**config.mk**
```make
export PLATFORM = sky130hd
export DESIGN_NAME = sync_serial_port
export DESIGN_NICKNAME = d
export VERILOG_FILES = /design/src/rtl/ssp_pkg.sv /design/src/rtl/ssp_fifo.sv /design/src/rtl/ssp_halfper.sv /design/src/rtl/ssp_engine.sv /design/src/rtl/sync_serial_port.sv
export SDC_FILE = /design/constraint.sdc
export NUM_CORES = 1
export LEC_CHECK = 0
export ABC_CLOCK_PERIOD_IN_PS = 2800
export CAP_MARGIN = 5
export CORE_MARGIN = 10
export CORE_UTILIZATION = 53
export CTS_CLUSTER_DIAMETER = 60
export DETAILED_ROUTE_END_ITERATION = 8
export PLACE_DENSITY = 0.73
export SLEW_MARGIN = 30
export SYNTH_ARGS = -nofsm -noshare
export SYNTH_HDL_FRONTEND = slang
export SYNTH_SLANG_ARGS = --single-unit
```
**constraint.sdc**
```tcl
create_clock -name clk -period 2.8 [get_ports clk]
set_input_delay 0.7 -clock clk [delete_from_list [all_inputs] [get_ports clk]]
set_output_delay 0.7 -clock clk [all_outputs]
set_load 0.01 [all_outputs]
```
**src/rtl/ssp_pkg.sv**
```systemverilog
package ssp_pkg;
  typedef enum logic {
    ENG_IDLE = 1'b0,
    ENG_RUN  = 1'b1
  } eng_state_e;
endpackage

```
**src/rtl/ssp_fifo.sv**
```systemverilog
module ssp_fifo #(
  parameter int W     = 8,
  parameter int DEPTH = 16
) (
  input  logic                         clk,
  input  logic                         rst_n,
  input  logic                         push_i,
  input  logic [W-1:0]                 data_i,
  input  logic                         pop_i,
  output logic [W-1:0]                 data_o,
  output logic [$clog2(DEPTH+1)-1:0]   count_o,
  output logic                         full_o,
  output logic                         empty_o
);
  localparam int AW = $clog2(DEPTH);
  localparam int CW = $clog2(DEPTH + 1);

  logic [W-1:0]  mem_q [DEPTH];
  logic [AW-1:0] wptr_q, wptr_d, rptr_q, rptr_d;
  logic [CW-1:0] cnt_q, cnt_d;
  logic          do_push, do_pop;

  assign full_o  = (cnt_q == CW'(DEPTH));
  assign empty_o = (cnt_q == '0);
  assign do_push = push_i & ~full_o;
  assign do_pop  = pop_i & ~empty_o;
  assign count_o = cnt_q;
  assign data_o  = empty_o ? '0 : mem_q[rptr_q];

  always_comb begin
    wptr_d = wptr_q;
    rptr_d = rptr_q;
    cnt_d  = cnt_q;
    if (do_push) wptr_d = wptr_q + 1'b1;
    if (do_pop)  rptr_d = rptr_q + 1'b1;
    case ({do_push, do_pop})
      2'b10:   cnt_d = cnt_q + 1'b1;
      2'b01:   cnt_d = cnt_q - 1'b1;
      default: cnt_d = cnt_q;
    endcase
  end

  always_ff @(posedge clk or negedge rst_n) begin
    if (!rst_n) begin
      wptr_q <= '0;
      rptr_q <= '0;
      cnt_q  <= '0;
    end else begin
      wptr_q <= wptr_d;
      rptr_q <= rptr_d;
      cnt_q  <= cnt_d;
    end
  end

  always_ff @(posedge clk) begin
    if (do_push) mem_q[wptr_q] <= data_i;
  end
endmodule

```
**src/rtl/ssp_halfper.sv**
```systemverilog
module ssp_halfper #(
  parameter int DIV_W = 8
) (
  input  logic             clk,
  input  logic             rst_n,
  input  logic             run_i,
  input  logic [DIV_W-1:0] div_i,
  output logic             tick_o
);
  logic [DIV_W-1:0] lim, cnt_q, cnt_d;

  assign lim    = (div_i == '0) ? DIV_W'(1) : div_i;
  assign tick_o = run_i & (cnt_q == lim - 1'b1);

  always_comb begin
    if (!run_i || tick_o) cnt_d = '0;
    else                  cnt_d = cnt_q + 1'b1;
  end

  always_ff @(posedge clk or negedge rst_n) begin
    if (!rst_n) cnt_q <= '0;
    else        cnt_q <= cnt_d;
  end
endmodule

```
**src/rtl/ssp_engine.sv**
```systemverilog
module ssp_engine
  import ssp_pkg::*;
#(
  parameter int W = 8
) (
  input  logic         clk,
  input  logic         rst_n,
  input  logic         tick_i,
  input  logic         txq_empty_i,
  input  logic [W-1:0] txq_data_i,
  input  logic         rxd_i,
  output logic         txq_pop_o,
  output logic         rxq_push_o,
  output logic [W-1:0] rxq_data_o,
  output logic         sclk_o,
  output logic         txd_o,
  output logic         busy_o
);
  localparam int IW = $clog2(W);
  localparam logic [IW-1:0] LAST = IW'(W - 1);

  eng_state_e    st_q, st_d;
  logic          sclk_q, sclk_d, txd_q, txd_d;
  logic [W-1:0]  tsh_q, tsh_d, rsh_q, rsh_d;
  logic [IW-1:0] idx_q, idx_d;
  logic          load, shift_en, sample_en;

  assign busy_o     = (st_q == ENG_RUN);
  assign sclk_o     = sclk_q;
  assign txd_o      = txd_q;
  assign rxq_data_o = {rxd_i, rsh_q[W-1:1]};

  always_comb begin
    st_d       = st_q;
    sclk_d     = sclk_q;
    txd_d      = txd_q;
    idx_d      = idx_q;
    load       = 1'b0;
    shift_en   = 1'b0;
    sample_en  = 1'b0;
    rxq_push_o = 1'b0;
    unique case (st_q)
      ENG_IDLE: begin
        if (!txq_empty_i) begin
          load = 1'b1;
          st_d = ENG_RUN;
        end
      end
      ENG_RUN: begin
        if (tick_i) begin
          if (!sclk_q) begin
            sclk_d     = 1'b1;
            sample_en  = 1'b1;
            rxq_push_o = (idx_q == LAST);
          end else if (idx_q != LAST) begin
            shift_en = 1'b1;
          end else if (!txq_empty_i) begin
            load = 1'b1;
          end else begin
            st_d = ENG_IDLE;
          end
        end
      end
      default: st_d = ENG_IDLE;
    endcase
    if (load) begin
      sclk_d = 1'b0;
      txd_d  = txq_data_i[0];
      idx_d  = '0;
    end
    if (shift_en) begin
      sclk_d = 1'b0;
      txd_d  = tsh_q[1];
      idx_d  = idx_q + 1'b1;
    end
    txq_pop_o = load;
    tsh_d = load ? txq_data_i : {1'b0, tsh_q[W-1:1]};
    rsh_d = {rxd_i, rsh_q[W-1:1]};
  end

  always_ff @(posedge clk or negedge rst_n) begin
    if (!rst_n) begin
      st_q   <= ENG_IDLE;
      sclk_q <= 1'b1;
      txd_q  <= 1'b1;
      idx_q  <= '0;
      tsh_q  <= '0;
      rsh_q  <= '0;
    end else begin
      st_q   <= st_d;
      sclk_q <= sclk_d;
      txd_q  <= txd_d;
      idx_q  <= idx_d;
      if (load || shift_en) tsh_q <= tsh_d;
      if (sample_en)        rsh_q <= rsh_d;
    end
  end
endmodule

```
**src/rtl/sync_serial_port.sv**
```systemverilog
module sync_serial_port #(
  parameter int DATA_W     = 8,
  parameter int FIFO_DEPTH = 16,
  parameter int DIV_W      = 8,
  localparam int CNT_W     = $clog2(FIFO_DEPTH + 1)
) (
  input  logic              clk,
  input  logic              rst_n,
  input  logic [DIV_W-1:0]  half_period_i,
  input  logic              tx_push_i,
  input  logic [DATA_W-1:0] tx_byte_i,
  input  logic              rx_pop_i,
  output logic [DATA_W-1:0] rx_data_o,
  output logic [CNT_W-1:0]  tx_level_o,
  output logic [CNT_W-1:0]  rx_level_o,
  output logic              tx_empty_o,
  output logic              rx_avail_o,
  output logic              tx_idle_o,
  output logic              tx_overflow_o,
  output logic              rx_overrun_o,
  output logic              sclk_o,
  output logic              txd_o,
  input  logic              rxd_i
);
  logic [1:0]        rst_sync_q;
  logic              rst_int_n;
  logic              tx_full, tx_empty, rx_full, rx_empty;
  logic              eng_pop, eng_push, eng_busy, tick;
  logic [DATA_W-1:0] txq_head, rx_byte;
  logic              ovf_q, ovf_d, ovr_q, ovr_d;

  always_ff @(posedge clk or negedge rst_n) begin
    if (!rst_n) rst_sync_q <= 2'b00;
    else        rst_sync_q <= {rst_sync_q[0], 1'b1};
  end
  assign rst_int_n = rst_sync_q[1];

  ssp_fifo #(.W(DATA_W), .DEPTH(FIFO_DEPTH)) u_txq (
    .clk(clk), .rst_n(rst_int_n),
    .push_i(tx_push_i), .data_i(tx_byte_i), .pop_i(eng_pop),
    .data_o(txq_head), .count_o(tx_level_o), .full_o(tx_full), .empty_o(tx_empty)
  );

  ssp_fifo #(.W(DATA_W), .DEPTH(FIFO_DEPTH)) u_rxq (
    .clk(clk), .rst_n(rst_int_n),
    .push_i(eng_push), .data_i(rx_byte), .pop_i(rx_pop_i),
    .data_o(rx_data_o), .count_o(rx_level_o), .full_o(rx_full), .empty_o(rx_empty)
  );

  ssp_halfper #(.DIV_W(DIV_W)) u_div (
    .clk(clk), .rst_n(rst_int_n), .run_i(eng_busy),
    .div_i(half_period_i), .tick_o(tick)
  );

  ssp_engine #(.W(DATA_W)) u_eng (
    .clk(clk), .rst_n(rst_int_n), .tick_i(tick),
    .txq_empty_i(tx_empty), .txq_data_i(txq_head), .rxd_i(rxd_i),
    .txq_pop_o(eng_pop), .rxq_push_o(eng_push), .rxq_data_o(rx_byte),
    .sclk_o(sclk_o), .txd_o(txd_o), .busy_o(eng_busy)
  );

  always_comb begin
    ovf_d = ovf_q | (tx_push_i & tx_full);
    ovr_d = ovr_q | (eng_push & rx_full);
  end

  always_ff @(posedge clk or negedge rst_int_n) begin
    if (!rst_int_n) begin
      ovf_q <= 1'b0;
      ovr_q <= 1'b0;
    end else begin
      ovf_q <= ovf_d;
      ovr_q <= ovr_d;
    end
  end

  assign tx_empty_o    = tx_empty;
  assign rx_avail_o    = ~rx_empty;
  assign tx_idle_o     = tx_empty & ~eng_busy;
  assign tx_overflow_o = ovf_q;
  assign rx_overrun_o  = ovr_q;
endmodule

```
==> metrics.cfg <==
[die]
die_x_um = 177
die_height_um = 177
io_count = 46
effective_utilization_at_floorplan_pct = 53.8
design.core.area_um2 = 24200
placement_rows = 57
fp.dieArea_um2 = 31300

[clock_tree]
htree_num_levels = 2
clock_tree.root_cell = sky130_fd_sc_hd__clkbuf_16
clkSinkCount = 314
cts.reportedPaths.clkPinSlew_ns = 0.06
tritoncts = done
hold_buffers = 0
worst_skew_pair.late_latency_ns = 0.52
cts_inserted_buffers = 34
ctsLongestPathBuffers = 3

[global_routing]
grt_max_degree = 49
gr-usage-met2_pct = 29.1
gr-usage-met1_pct = 24.8
track_usage_pct = 18.2
global_route.usage.met3_pct = 4.37
most_used_layer_global_route = met2
overflow = 0
first_global_vias = 7830
first_pass_grt_wire_length_um = 44400
antenna_found_initial = 0

[timing]
finalMaxSlewViolations = 0
setup_repair_after_global_routing_missed_its_margin = true
timing_worst_slew_pin_value_ns = 0.692
tns_ns = -38.49
finalSetupViolCount = 148
min_period_ns = 3.64
fmax_mhz = 274
max-slew-margin-rel_pct = 53.9
timing.final.hold_violations = 0
holdWs_ns = 0.358
finalWorstSetupSlack_ns = -0.845
min_period_over_period_pct = 130
finClkSkew_ns = 0.0248

[critical_path]
cp_data_arrival_time_ns = 4.03
r2r_end = u_rxq.count_o[2]
setup.worst_path.end_class = flop
critical_path.most_common_cell = sky130_fd_sc_hd__ha_4
cp_launch_point = half_period_i[2]
reg_to_reg_startpoint = u_div.cnt_q[2]
critPathMaxFanout = 3
worst-r2r-setup-slack_ns = -0.49
required_ns = 3.18
crit_type = in2reg
timing.critical_path.from_type = input pin
reg2regPathDepth = 14
critical_path.slowest_cell = sky130_fd_sc_hd__or4_4
critPathMaxStageDelay_ns = 0.52
critical_path.cell_chain = buf_6 > nor4_4 > a31oi_2 > ha_4 > xnor2_2 > nor3_2 > o2111ai_2 > or4_4 > or3b_4 > ha_4 > xor2_2 > ha_4 > buf_4 > a21oi_1 > xnor2_1 > nor2_1 > xor2_1

[final_layout]
antenna_cells = 0
design_area_um2 = 16300
final_layout_size_suffix_gt1_share_pct = 31.9
layout_common_cells = sky130_fd_sc_hd__edfxtp_1 (256), sky130_fd_sc_hd__buf_4 (94), sky130_fd_sc_hd__mux4_2 (57)
layout_commonest_cell = sky130_fd_sc_hd__edfxtp_1
nNetsFinal = 960
fill_cell_count = 1539
area_delta_synth_final_pct = 25.0

[synthesis]
main_area_contributors_after_synthesis = sky130_fd_sc_hd__edfxtp_1 (59%), sky130_fd_sc_hd__dfrtp_1 (11%), sky130_fd_sc_hd__mux4_2 (9.8%)
synth_top_cell_by_area = sky130_fd_sc_hd__edfxtp_1
most_used_dff_post_synth = sky130_fd_sc_hd__edfxtp_1
yosysUniqueCellTypes = 52
synth-seq-cells = 314
total_of_warnings_raised_by_yosys = 0
syn_area_um2 = 13000
synth_top_area_share_pct = 58.9
sequential_share_of_the_synthesized_area_pct = 70.1
synth_nets = 806
avgSynthCellArea_um2 = 17.1
async_flop_share_pct = 18.5
postSynthCellCount = 764
synth_edf_count = 256

[run]
maxCapViolCount = 0

[power_and_ir_drop]
total_chip_power_mw = 13.4
power_per_cell_area_nw_per_um2 = 820
cellLeakagePower_nw = 5.96
irDropWorstVdd_uv = 694

[placement]
placedInstanceArea_um2 = 14800
dp_worst_setup_slack_ns = -2.05
buffer_ports.inserted = 45
dp_hpwl_um = 18300
gpl.final_weighted_congestion = 0.883

[detailed_routing]
viasPerCell = 5.90
avgRoutedWirePerCell_um = 22.7
overall_via_count_from_detail_route = 7477
drt_pre_antenna_iters = 5
route.final.wire_length_um = 28800
drt.antenna.violating_nets = 0
drtIter0Drc = 687
route.detailed.drc = 0

[outcome]
status = finished with violations
violations = setup timing

[hold_path]
hold_class = reg2async

[through the flow]
stage	utilization (%)	std cells
floorplan	-	764
global placement	61.2	1193
detailed placement	61.2	1193
CTS	66.4	1261
global route	67.3	1268
finish	67.3	1268
[layout make-up]
| type | instances | area [um2] | share of cell area (%) |
|---|---|---|---|
| well taps | 324 | 405 | 2.49 |
| inverters | 17 | 66.3 | 0.407 |
| multi-input cells | 395 | 4080 | 25.0 |
| flip-flops and latches | 314 | 9150 | 56.1 |
| clock buffers | 43 | 916 | 5.61 |
| clock inverters | 19 | 211 | 1.30 |
| repair buffers | 156 | 1480 | 9.10 |
[routing by layer]
metal | vias to the layer above | wire (um)
li1 | 3313 | -
met1 | 3799 | 12100
met2 | 319 | 13900
met3 | 46 | 2180
met4 | 0 | 516
met5 | - | 0
[report_power, final]
group	total [mW]	internal, mW	switching (mW)
combinational	3.15	1.68	1.47
sequential	5.80	5.46	0.335
clock	4.43	2.63	1.80
total	13.4	9.77	3.61
[cell usage after synthesis, types with 2 or more instances]
| master | number |
|---|---|
| sky130_fd_sc_hd__nand3_1 | 9 |
| sky130_fd_sc_hd__mux2_2 | 16 |
| sky130_fd_sc_hd__xnor2_1 | 19 |
| sky130_fd_sc_hd__dfrtp_1 | 56 |
| sky130_fd_sc_hd__nand3b_1 | 3 |
| sky130_fd_sc_hd__o31ai_1 | 3 |
| sky130_fd_sc_hd__ha_1 | 21 |
| sky130_fd_sc_hd__nand4_1 | 3 |
| sky130_fd_sc_hd__xor2_1 | 21 |
| sky130_fd_sc_hd__o221ai_1 | 14 |
| sky130_fd_sc_hd__o21ai_0 | 16 |
| sky130_fd_sc_hd__a22oi_1 | 2 |
| sky130_fd_sc_hd__nor3_1 | 14 |
| sky130_fd_sc_hd__mux2i_1 | 33 |
| sky130_fd_sc_hd__and3_1 | 5 |
| sky130_fd_sc_hd__nand2b_1 | 7 |
| sky130_fd_sc_hd__a21oi_1 | 16 |
| sky130_fd_sc_hd__mux4_2 | 57 |
| sky130_fd_sc_hd__buf_1 | 11 |
| sky130_fd_sc_hd__inv_1 | 17 |
| sky130_fd_sc_hd__nand2_1 | 40 |
| sky130_fd_sc_hd__edfxtp_1 | 256 |
| sky130_fd_sc_hd__nor4_1 | 18 |
| sky130_fd_sc_hd__a21boi_1 | 2 |
| sky130_fd_sc_hd__dfstp_2 | 2 |
| sky130_fd_sc_hd__o22ai_1 | 9 |
| sky130_fd_sc_hd__a222oi_1 | 2 |
| sky130_fd_sc_hd__a31oi_1 | 2 |
| sky130_fd_sc_hd__clkbuf_1 | 25 |
| sky130_fd_sc_hd__nor2_1 | 33 |
| sky130_fd_sc_hd__nor2b_1 | 11 |
[worst max-delay path: cells and delay by family]
kind	cells	cell delay, ns
adder cells (fa/ha/maj)	3	0.61
AND/OR/NAND/NOR	5	1.48
XOR/XNOR	4	0.56
buffers and inverters	2	0.23
AO/OA/AOI/OAI	3	0.44
[state kept, by name, indices dropped and copies added (netlist names), 5 cells and up]
name and cells:
u_div.cnt_q 8, u_txq.mem_q 128, u_txq.count_o 5, u_rxq.count_o 5
u_eng.rsh_q 7, u_eng.tsh_q 7, u_rxq.mem_q 128
[kinds of logic (layout without fill, tap and decap cells)]
kind of cell | count (synthesis) | count (layout) | share of synthesized area [%]
DFF | 314 | 314 | 70.1
and+or+nand+nor | 151 | 151 | 5.87
muxes | 107 | 107 | 13.9
AOI/OAI and AO/OA | 75 | 75 | 3.85
buffers and inverters | 55 | 235 | 1.62
xor gates and xnor gates | 40 | 40 | 2.69
adders and majority gates | 21 | 21 | 2.01
other | 1 | 1 | 0.0287
[worst max path at each step]
| stage | endpoint | slack [ns] | cells after the start |
|---|---|---|---|
| after CTS | u_rxq.count_o[4] | -0.96 | 17 |
| after global placement | u_rxq.count_o[4] | -1.89 | 17 |
| after global routing | u_rxq.count_o[4] | -1.05 | 17 |
| after floorplan | u_rxq.count_o[4] | -1.37 | 17 |
| after detailed placement | u_rxq.count_o[4] | -2.05 | 16 |
| final | u_rxq.count_o[2] | -0.84 | 17 |
[repair_timing]
item                                   4_1_cts  5_1_grt
gates resized for setup                     79       20
buffers inserted                             6        3
cloned                                       0        4
pin swaps                                   16       17
endpoints found under the hold margin        0        0
setup endpoints to repair                  183      160
No activity file was read; power rests on OpenSTA's default activity.
